**src/rtl/bitfield_rmw_seq.sv**
```systemverilog
module bitfield_rmw_seq #(
  parameter int AW = 32,
  parameter int OW = 32
) (
  input  logic          clk,
  input  logic          rst_n,
  input  logic          start,
  input  logic [2:0]    op_sel,
  input  logic [AW-1:0] base_addr,
  input  logic [OW-1:0] bit_ofs,
  input  logic [5:0]    fld_width,
  input  logic [31:0]   aux_val,
  output logic          done,
  output logic [31:0]   result,
  output logic          flag_n,
  output logic          flag_z,
  output logic          mem_req,
  output logic          mem_we,
  output logic [AW-1:0] mem_addr,
  output logic [7:0]    mem_wdata,
  input  logic [7:0]    mem_rdata,
  input  logic          mem_ready
);

  typedef enum logic [2:0] {S_IDLE, S_READ, S_CALC, S_WRITE, S_DONE} st_t;

  st_t           st;
  logic [2:0]    op_q, bofs_q, nbytes_q, idx;
  logic [OW-1:0] ofs_q;
  logic [5:0]    wid_q;
  logic [31:0]   aux_q;
  logic [AW-1:0] addr_q;
  logic [63:0]   win;

  logic [6:0]  span_in, pos;
  logic [5:0]  sh32, lead, byte_sh;
  logic [31:0] hi, fl_left, extu, exts, ffo_res;
  logic [63:0] lowmask, m64, ins64, new_win;
  logic        wr_op, last;

  assign span_in = 7'(bit_ofs[2:0]) + 7'(fld_width) + 7'd7;
  assign byte_sh = 6'd56 - {idx, 3'b000};
  assign last    = (idx == nbytes_q - 3'd1);
  assign wr_op   = (op_q == 3'd2) || (op_q == 3'd4) || (op_q == 3'd6) || (op_q == 3'd7);

  assign sh32    = 6'd32 - wid_q;
  assign hi      = 32'(win >> (6'd32 - 6'(bofs_q)));
  assign fl_left = hi & (32'hFFFF_FFFF << sh32);
  assign extu    = fl_left >> sh32;
  assign exts    = $unsigned($signed(fl_left) >>> sh32);

  always_comb begin
    lead = wid_q;
    for (int i = 0; i < 32; i++)
      if (fl_left[i]) lead = 6'(31 - i);
  end
  assign ffo_res = 32'(ofs_q) + 32'(lead);

  assign lowmask = (64'd1 << wid_q) - 64'd1;
  assign pos     = 7'd64 - 7'(bofs_q) - 7'(wid_q);
  assign m64     = lowmask << pos;
  assign ins64   = (64'(aux_q) & lowmask) << pos;

  always_comb begin
    case (op_q)
      3'd2:    new_win = win ^ m64;
      3'd4:    new_win = win & ~m64;
      3'd6:    new_win = win | m64;
      3'd7:    new_win = (win & ~m64) | ins64;
      default: new_win = win;
    endcase
  end

  assign mem_req   = (st == S_READ) || (st == S_WRITE);
  assign mem_we    = (st == S_WRITE);
  assign mem_addr  = addr_q + AW'(idx);
  assign mem_wdata = 8'(win >> byte_sh);
  assign done      = (st == S_DONE);

  always_ff @(posedge clk) begin
    if (!rst_n) begin
      st       <= S_IDLE;
      op_q     <= '0;
      bofs_q   <= '0;
      nbytes_q <= '0;
      idx      <= '0;
      ofs_q    <= '0;
      wid_q    <= '0;
      aux_q    <= '0;
      addr_q   <= '0;
      win      <= '0;
      result   <= '0;
      flag_n   <= 1'b0;
      flag_z   <= 1'b0;
    end else begin
      case (st)
        S_IDLE: if (start) begin
          op_q     <= op_sel;
          ofs_q    <= bit_ofs;
          bofs_q   <= bit_ofs[2:0];
          wid_q    <= fld_width;
          aux_q    <= aux_val;
          addr_q   <= base_addr + AW'(bit_ofs >> 3);
          nbytes_q <= span_in[5:3];
          idx      <= '0;
          win      <= '0;
          st       <= S_READ;
        end
        S_READ: if (mem_ready) begin
          win <= win | (64'(mem_rdata) << byte_sh);
          if (last) st <= S_CALC;
          else      idx <= idx + 3'd1;
        end
        S_CALC: begin
          flag_n <= fl_left[31];
          flag_z <= (fl_left == '0);
          case (op_q)
            3'd1:    result <= extu;
            3'd3:    result <= exts;
            3'd5:    result <= ffo_res;
            default: result <= '0;
          endcase
          if (wr_op) begin
            win <= new_win;
            idx <= '0;
            st  <= S_WRITE;
          end else begin
            st <= S_DONE;
          end
        end
        S_WRITE: if (mem_ready) begin
          if (last) st <= S_DONE;
          else      idx <= idx + 3'd1;
        end
        default: st <= S_IDLE;
      endcase
    end
  end

endmodule

```
**config.mk**
```make
export PLATFORM = sky130hd
export DESIGN_NAME = bitfield_rmw_seq
export DESIGN_NICKNAME = d
export VERILOG_FILES = /design/src/rtl/bitfield_rmw_seq.sv
export SDC_FILE = /design/constraint.sdc
export NUM_CORES = 2
export LEC_CHECK = 0
export BUFFER_PORTS_ARGS = -buffer_cell sky130_fd_sc_hd__buf_2
export CAP_MARGIN = 20
export CORE_MARGIN = 2
export CORE_UTILIZATION = 50
export DETAILED_ROUTE_END_ITERATION = 10
export PLACE_DENSITY = 0.64
export SETUP_SLACK_MARGIN = 0.2
export SLEW_MARGIN = 20
export SYNTH_ARGS = -nofsm -noshare
export SYNTH_HDL_FRONTEND = slang
export SYNTH_SLANG_ARGS = --single-unit
```
**constraint.sdc**
```tcl
create_clock -name clk -period 11.05 [get_ports clk]
set_clock_uncertainty 0.1 [all_clocks]
set_input_delay 1.105 -clock clk [delete_from_list [all_inputs] [get_ports clk]]
set_output_delay 1.105 -clock clk [all_outputs]
set_load 0.005 [all_outputs]
```
After elaboration in Yosys (flattened, before gate mapping)
Index checks and enable logic that the tools add are counted.
Widths: inputs -> output; s select.
{"block": "op_classes", "n_addsub": 13, "n_eq_ne": 21, "shift": 9, "n_mux": 50, "bitwise_logic": 8, "reduce_logical": 13}
{"op": "$pmux 64 s4", "n": 1}
{"op": "$mux 6", "n": 32}
{"op": "$mux 64", "n": 3}
{"op": "$or 64x64->64", "n": 3}
{"op": "$pmux 64 s3", "n": 1}
{"op": "$shl 64x7->64", "n": 2}
{"op": "$pmux 32 s3", "n": 1}
{"op": "$and 32x64->64", "n": 1}
{"op": "$and 64x64->64", "n": 1}
{"op": "$not 64->64", "n": 1}
{"op": "$shl 1x6->64 const A", "n": 1}
{"op": "$shl 8x6->64", "n": 1}
{"op": "$shr 64x6->32", "n": 1}
{"op": "$shr 64x6->8", "n": 1}
{"op": "$sub 64x1->64 const B", "n": 1}
{"op": "$xor 64x64->64", "n": 1}
{"op": "$add 32x29->32", "n": 1}
{"op": "$add 32x3->32", "n": 1}
{"op": "$add 32x6->32", "n": 1}
{"op": "$and 32x32->32", "n": 1}
{"op": "$logic_not 32->1", "n": 1}
{"op": "$shl 32x6->32 const A", "n": 1}
{"op": "$shr 32x6->32", "n": 1}
{"op": "$sshr 32x6->32", "n": 1}
{"op": "other kinds (24)", "n": 54}
{"block": "totals", "ff_bits": 215, "output_inout_bits": 77, "elab_cells": 127}

Logic depth before layout (Yosys ltp)
{"block": "logic_depth", "ltp_word": 37, "ltp_mapped": 35}

Least setup slack after synthesis
OpenSTA, ideal clock, no wires.
{"block": "synth_timing", "kind": "register -> register", "from": "register bofs_q[0]", "to": "register result[24]", "setup_time_ns": 0.128, "t_arrival_ns": 6.979, "required_time_ns": 10.822, "setup_slack_ns": 3.844, "path_stages_with_launch": 33, "path_buffers": 8, "period_less_slack_ns": 7.206, "path_cell_list": "dfxtp_1 > buf_4 > buf_4 > buf_2 > inv_1 > buf_2 > ha_1 > ha_1 > clkbuf_1 > clkbuf_1 > buf_1 > nand2_1 > a32o_1 > a2111oi_0 > nor2_1 > o31ai_1 > a211oi_1 > o21ai_0 > a211oi_1 > o311a_1 > fa_1 > a21o_1 > a21oi_1 > o21bai_1 > a21oi_1 > nor2b_1 > and3_1 > clkbuf_1 > nand2_1 > xnor2_1 > a221o_1 > a22oi_1 > nor2_1"}
{"block": "synth_between", "elab_chain_cells": 37, "word_cells_on_any_way": 39}
{"item": "start: declaration", "line_no": "28", "rtl": "logic [2:0] op_q, bofs_q, nbytes_q, idx;"}
{"item": "start signal: assignment", "line_no": "100", "rtl": "bofs_q <= bit_ofs[2:0];"}
{"item": "$sub 6x3->6 *", "line_no": "47", "rtl": "assign hi = 32'(win >> (6'd32 - 6'(bofs_q)));"}
{"item": "$shr 64x6->32 *", "line_no": "47"}
{"item": "$and 32x32->32 *", "line_no": "48", "rtl": "assign fl_left = hi & (32'hFFFF_FFFF << sh32);"}
{"item": "$mux 6 (32 in series)", "line_no": "55", "rtl": "if (fl_left[i]) lead = 6'(31 - i);"}
{"item": "$add 32x6->32", "line_no": "57", "rtl": "assign ffo_res = 32'(ofs_q) + 32'(lead);"}
{"item": "$pmux 32 s3 *", "line_no": "117", "rtl": "case (op_q)"}
{"item": "end signal: assignment", "line_no": "118", "rtl": "3'd1: result <= extu;"}
{"item": "end signal: assignment", "line_no": "119", "rtl": "3'd3: result <= exts;"}
{"item": "end signal: assignment", "line_no": "120", "rtl": "3'd5: result <= ffo_res;"}
{"item": "end: declaration", "line_no": "14", "rtl": "output logic [31:0] result,"}
Mark *: on every way between the ends. The rest lies on a longest branch, timed or not.
A chain may end at the register's enable or synchronous reset.

Worst setup path after layout
{"block": "layout_timing", "from": "register wid_q[0]", "to": "register win[60]"}
{"block": "layout_between", "elab_chain_cells": 9, "word_cells_on_any_way": 14}
{"item": "start: declaration", "line_no": "30", "rtl": "logic [5:0] wid_q;"}
{"item": "start signal: assignment", "line_no": "101", "rtl": "wid_q <= fld_width;"}
{"item": "$shl 1x6->64", "line_no": "59", "rtl": "assign lowmask = (64'd1 << wid_q) - 64'd1;"}
{"item": "$sub 64x1->64", "line_no": "59"}
{"item": "$shl 64x7->64", "line_no": "61", "rtl": "assign m64 = lowmask << pos;"}
{"item": "$not 64->64", "line_no": "67, 69"}
{"item": "$and 64x64->64", "line_no": "67, 69"}
{"item": "$or 64x64->64", "line_no": "69", "rtl": "3'd7: new_win = (win & ~m64) | ins64;"}
{"item": "$pmux 64 s4 *", "line_no": "65", "rtl": "case (op_q)"}
{"item": "$mux 64 *", "line_no": "123", "rtl": "if (wr_op) begin"}
{"item": "$pmux 64 s3 *", "line_no": "96", "rtl": "case (st)"}
{"item": "end signal: assignment", "line_no": "110", "rtl": "win <= win | (64'(mem_rdata) << byte_sh);"}
{"item": "end signal: assignment", "line_no": "124", "rtl": "win <= new_win;"}
{"item": "end: declaration", "line_no": "33", "rtl": "logic [63:0] win;"}
Mark *: on every way between the ends. The rest lies on a longest branch, timed or not. The select of a mux whose other input is x is not followed.

==> results.md <==
- Outcome: finished clean
- CP startpoint kind: flop
- Vias per cell: between 7 and 8
- Max incr delay on CP: ~0.76 ns
- XOR/XNOR share of the synthesized area: under 10%
- DP Worst Slack: between 2 and 3 ns
- Finished Layout Cells: around 5300
- Crit-path max FO: between 40 and 50
- Worst Path Class, Setup: reg -> reg
- Clock transition at the registers of the reported paths: 0.06 ns
- Final period util: 78.9%
- VDD IR-drop max: 183 uV
- CP Data Required Time: 11.49 ns
- Number of library cell types mapped by synthesis: 108
- All-Layer GR Usage: a little under half
- Hold bufs inserted after CTS: 0
- Drt first-iter violations: 6727
- CTS resizes: 0
- Part of the power in registers: 11.7%
- MaxCap Viol Count: 0
- Compound-Gate Fraction of Synth Area: 30.1%
- 1st-pass router iterations: 10
- Vias in the first global route: about 34000
- Post-layout util: 54.6%
- Slew Limit Fails: 0
- Total negative slack: 0 ns
- CP dominant cell by count: ha_1
- Clock Path Buffers: 3
- Largest family of logic cells by synthesized area: compound AO/OA/AOI/OAI gates
- DIE WIDTH: 257 um
- Setup crit end kind: flop
- Largest net degree at the start of global routing: 80
- Mux cell area share after synthesis: 16.8%
- ANT nets after route: 0
- FP Rows: 92
- Overall power: 8.73 mW
- Crit path arrival time: 9.16 ns
- Crit path max-delay family: simple AND/OR/NAND/NOR gates
- Antenna violations before repair: 8
- Grt ovf: 0
- CTS tree: yes
- Post-synth EDFFs: 0
- Design area: approximately 0.035 mm^2
- Share of cells above drive strength 1: 14.6%
- Clock group share of total power: 12.3%
- H-tree Lvls: 1
- First-pass GRT wire length: between 200000 and 250000 um
- Die span in y: 257 um
- Post-synth top flop: dfxtp_1
- CP max-delay cell: or4_1
- Placed cell count: approximately 5200
- Slew headroom: 13.9%
- Seq/Total Area, Yosys: 13.3%
- Number of buffers added on ports: 193
- DR DRC count: 0
- TritonCTS Buffers: 29
- Post-Synth Adder-Cell Area: 7.76%
- Synth warn: 0
- Synth async-reset ratio: 0%
- Pint: 3.57 mW
- Fmax: 115 MHz
- Syn_nets: 4754
- Die Area: 0.0660 mm^2
- Commonest non-fill, non-tap cell in the layout: nand2_1
- Critical path buffers and inverters: 3
- P&R area growth vs syn: 7.91%
- Final hold vios: 0
- Setup ws final: 2.33 ns
- Area after DPL: around 0.033 mm^2
- RSZ-0062 raised after global routing: false
- Skew-Pair Late Insertion Delay: 0.61 ns
- Synth top area share: 13.3%
- Root Buffer: clkbuf_16
- Gate power share: 76.1%
- Starting Density: 50.6%
- Worst Hold Class: reg -> reg
- NumNets Final: 4708
- # setup viols final: 0
- Most frequent cells in the layout: nand2_1, a21oi_1, nor2_1
- Synth area leader: dfxtp_1
- Post-Synth Simple-Gate Area: 22.7%
- Synth top area cells: dfxtp_1, mux4_2, ha_1
- Boundary Pins: 194
- Mapped Avg Cell Area: a little over 7 um^2
- Global placer's final weighted congestion: roughly 1.1
- Slew of the pin with the lowest slew margin: 1.26 ns
- DR WL/cell: 29.8 um
- Sw power: about 5.2 mW
- Synth Register Bits: 212
- Mapped Cells: 4441
- Routed WL: roughly 160000 um
- Leakage: 12.8 nW
- Hold WS: 0.354 ns
- Core Area: 0.0632 mm^2
- Cell Area, Synth: 0.0320 mm^2
- Net Sw Frac: between 50% and 60%
- Power per cell area: between 200 and 300 mW/mm^2
- Vias: 37900
- Postcts setup bufs: 0
- Hpwl dp: 117000 um
- Tmin final: 8.72 ns
- # clock sinks: 212
[flip-flops by register name, summed over array words and instances (netlist names)]
signal,flops
flag_n,1
aux_q,32
st,3
wid_q,6
addr_q,32
op_q,3
result,32
bofs_q,2
nbytes_q,3
flag_z,1
idx,3
win,64
ofs_q,30
[routing by layer]
metal	GRT usage, %	up-vias	part of all wire [%]	wire, um
met5	0	-	0.048	76
met1	62.5	17600	39	61300
met2	63.9	3094	40	62000
met3	13.3	588	15	23000
met4	23.7	12	6.6	10400
li1	-	16600	-	-
[worst min-delay path: stages, from the launching register on]
cell and delay [ns]:
dfxtp_1 0.31, nand2_1 0.05, a21oi_1 0.05
[path summary, 6_finish.rpt]
path                                  start     endpoint  slack [ns]  depth (start not counted)
worst min-delay path            nbytes_q[1]  nbytes_q[1]        0.35                          2
worst min register to register  nbytes_q[1]  nbytes_q[1]        0.35                          2
worst max-delay path               wid_q[0]      win[60]        2.33                         26
worst max register to register     wid_q[0]      win[60]        2.33                         26
[area by class of cell]
type / count / area [um^2]
Sequential cell: 212 / 4260
Fill cell: 6207 / 28700
Clock buffer: 36 / 792
Timing Repair Buffer: 284 / 1650
Inverter: 135 / 510
Clock inverter: 17 / 267
Multi-Input combinational cell: 3733 / 26000
Tap cell: 846 / 1060
Antenna cell: 4 / 10.0
[Yosys cell counts, drive strengths merged (116+ instances only)]
| cell type | n |
|---|---|
| ha | 192 |
| o21ai | 317 |
| a21oi | 421 |
| inv | 133 |
| mux2i | 145 |
| nand2 | 630 |
| clkbuf | 262 |
| nor2 | 403 |
| nor3 | 119 |
| dfxtp | 212 |
| mux4 | 130 |
| nand3 | 116 |
[power groups by stage]
stage | sequential, mW | combinational (mW) | clock [mW]
floorplan | 0.925 | 4.17 | 0
global placement | 1.02 | 6.23 | 0
detailed placement | 1.02 | 6.21 | 0
CTS | 1.00 | 6.24 | 1.07
global route | 1.02 | 6.88 | 1.11
finish | 1.02 | 6.64 | 1.07
[cell families (layout without fill, tap and decap cells)]
logic type | Yosys count | in the layout
compound gates | 1469 | 1469
mux | 363 | 363
flops | 212 | 212
xor+xnor | 116 | 116
fa+ha+maj | 196 | 196
other cells | 0 | 4
simple gates | 1589 | 1589
buf+inv | 496 | 472
(Power assumes the default switching activity.)
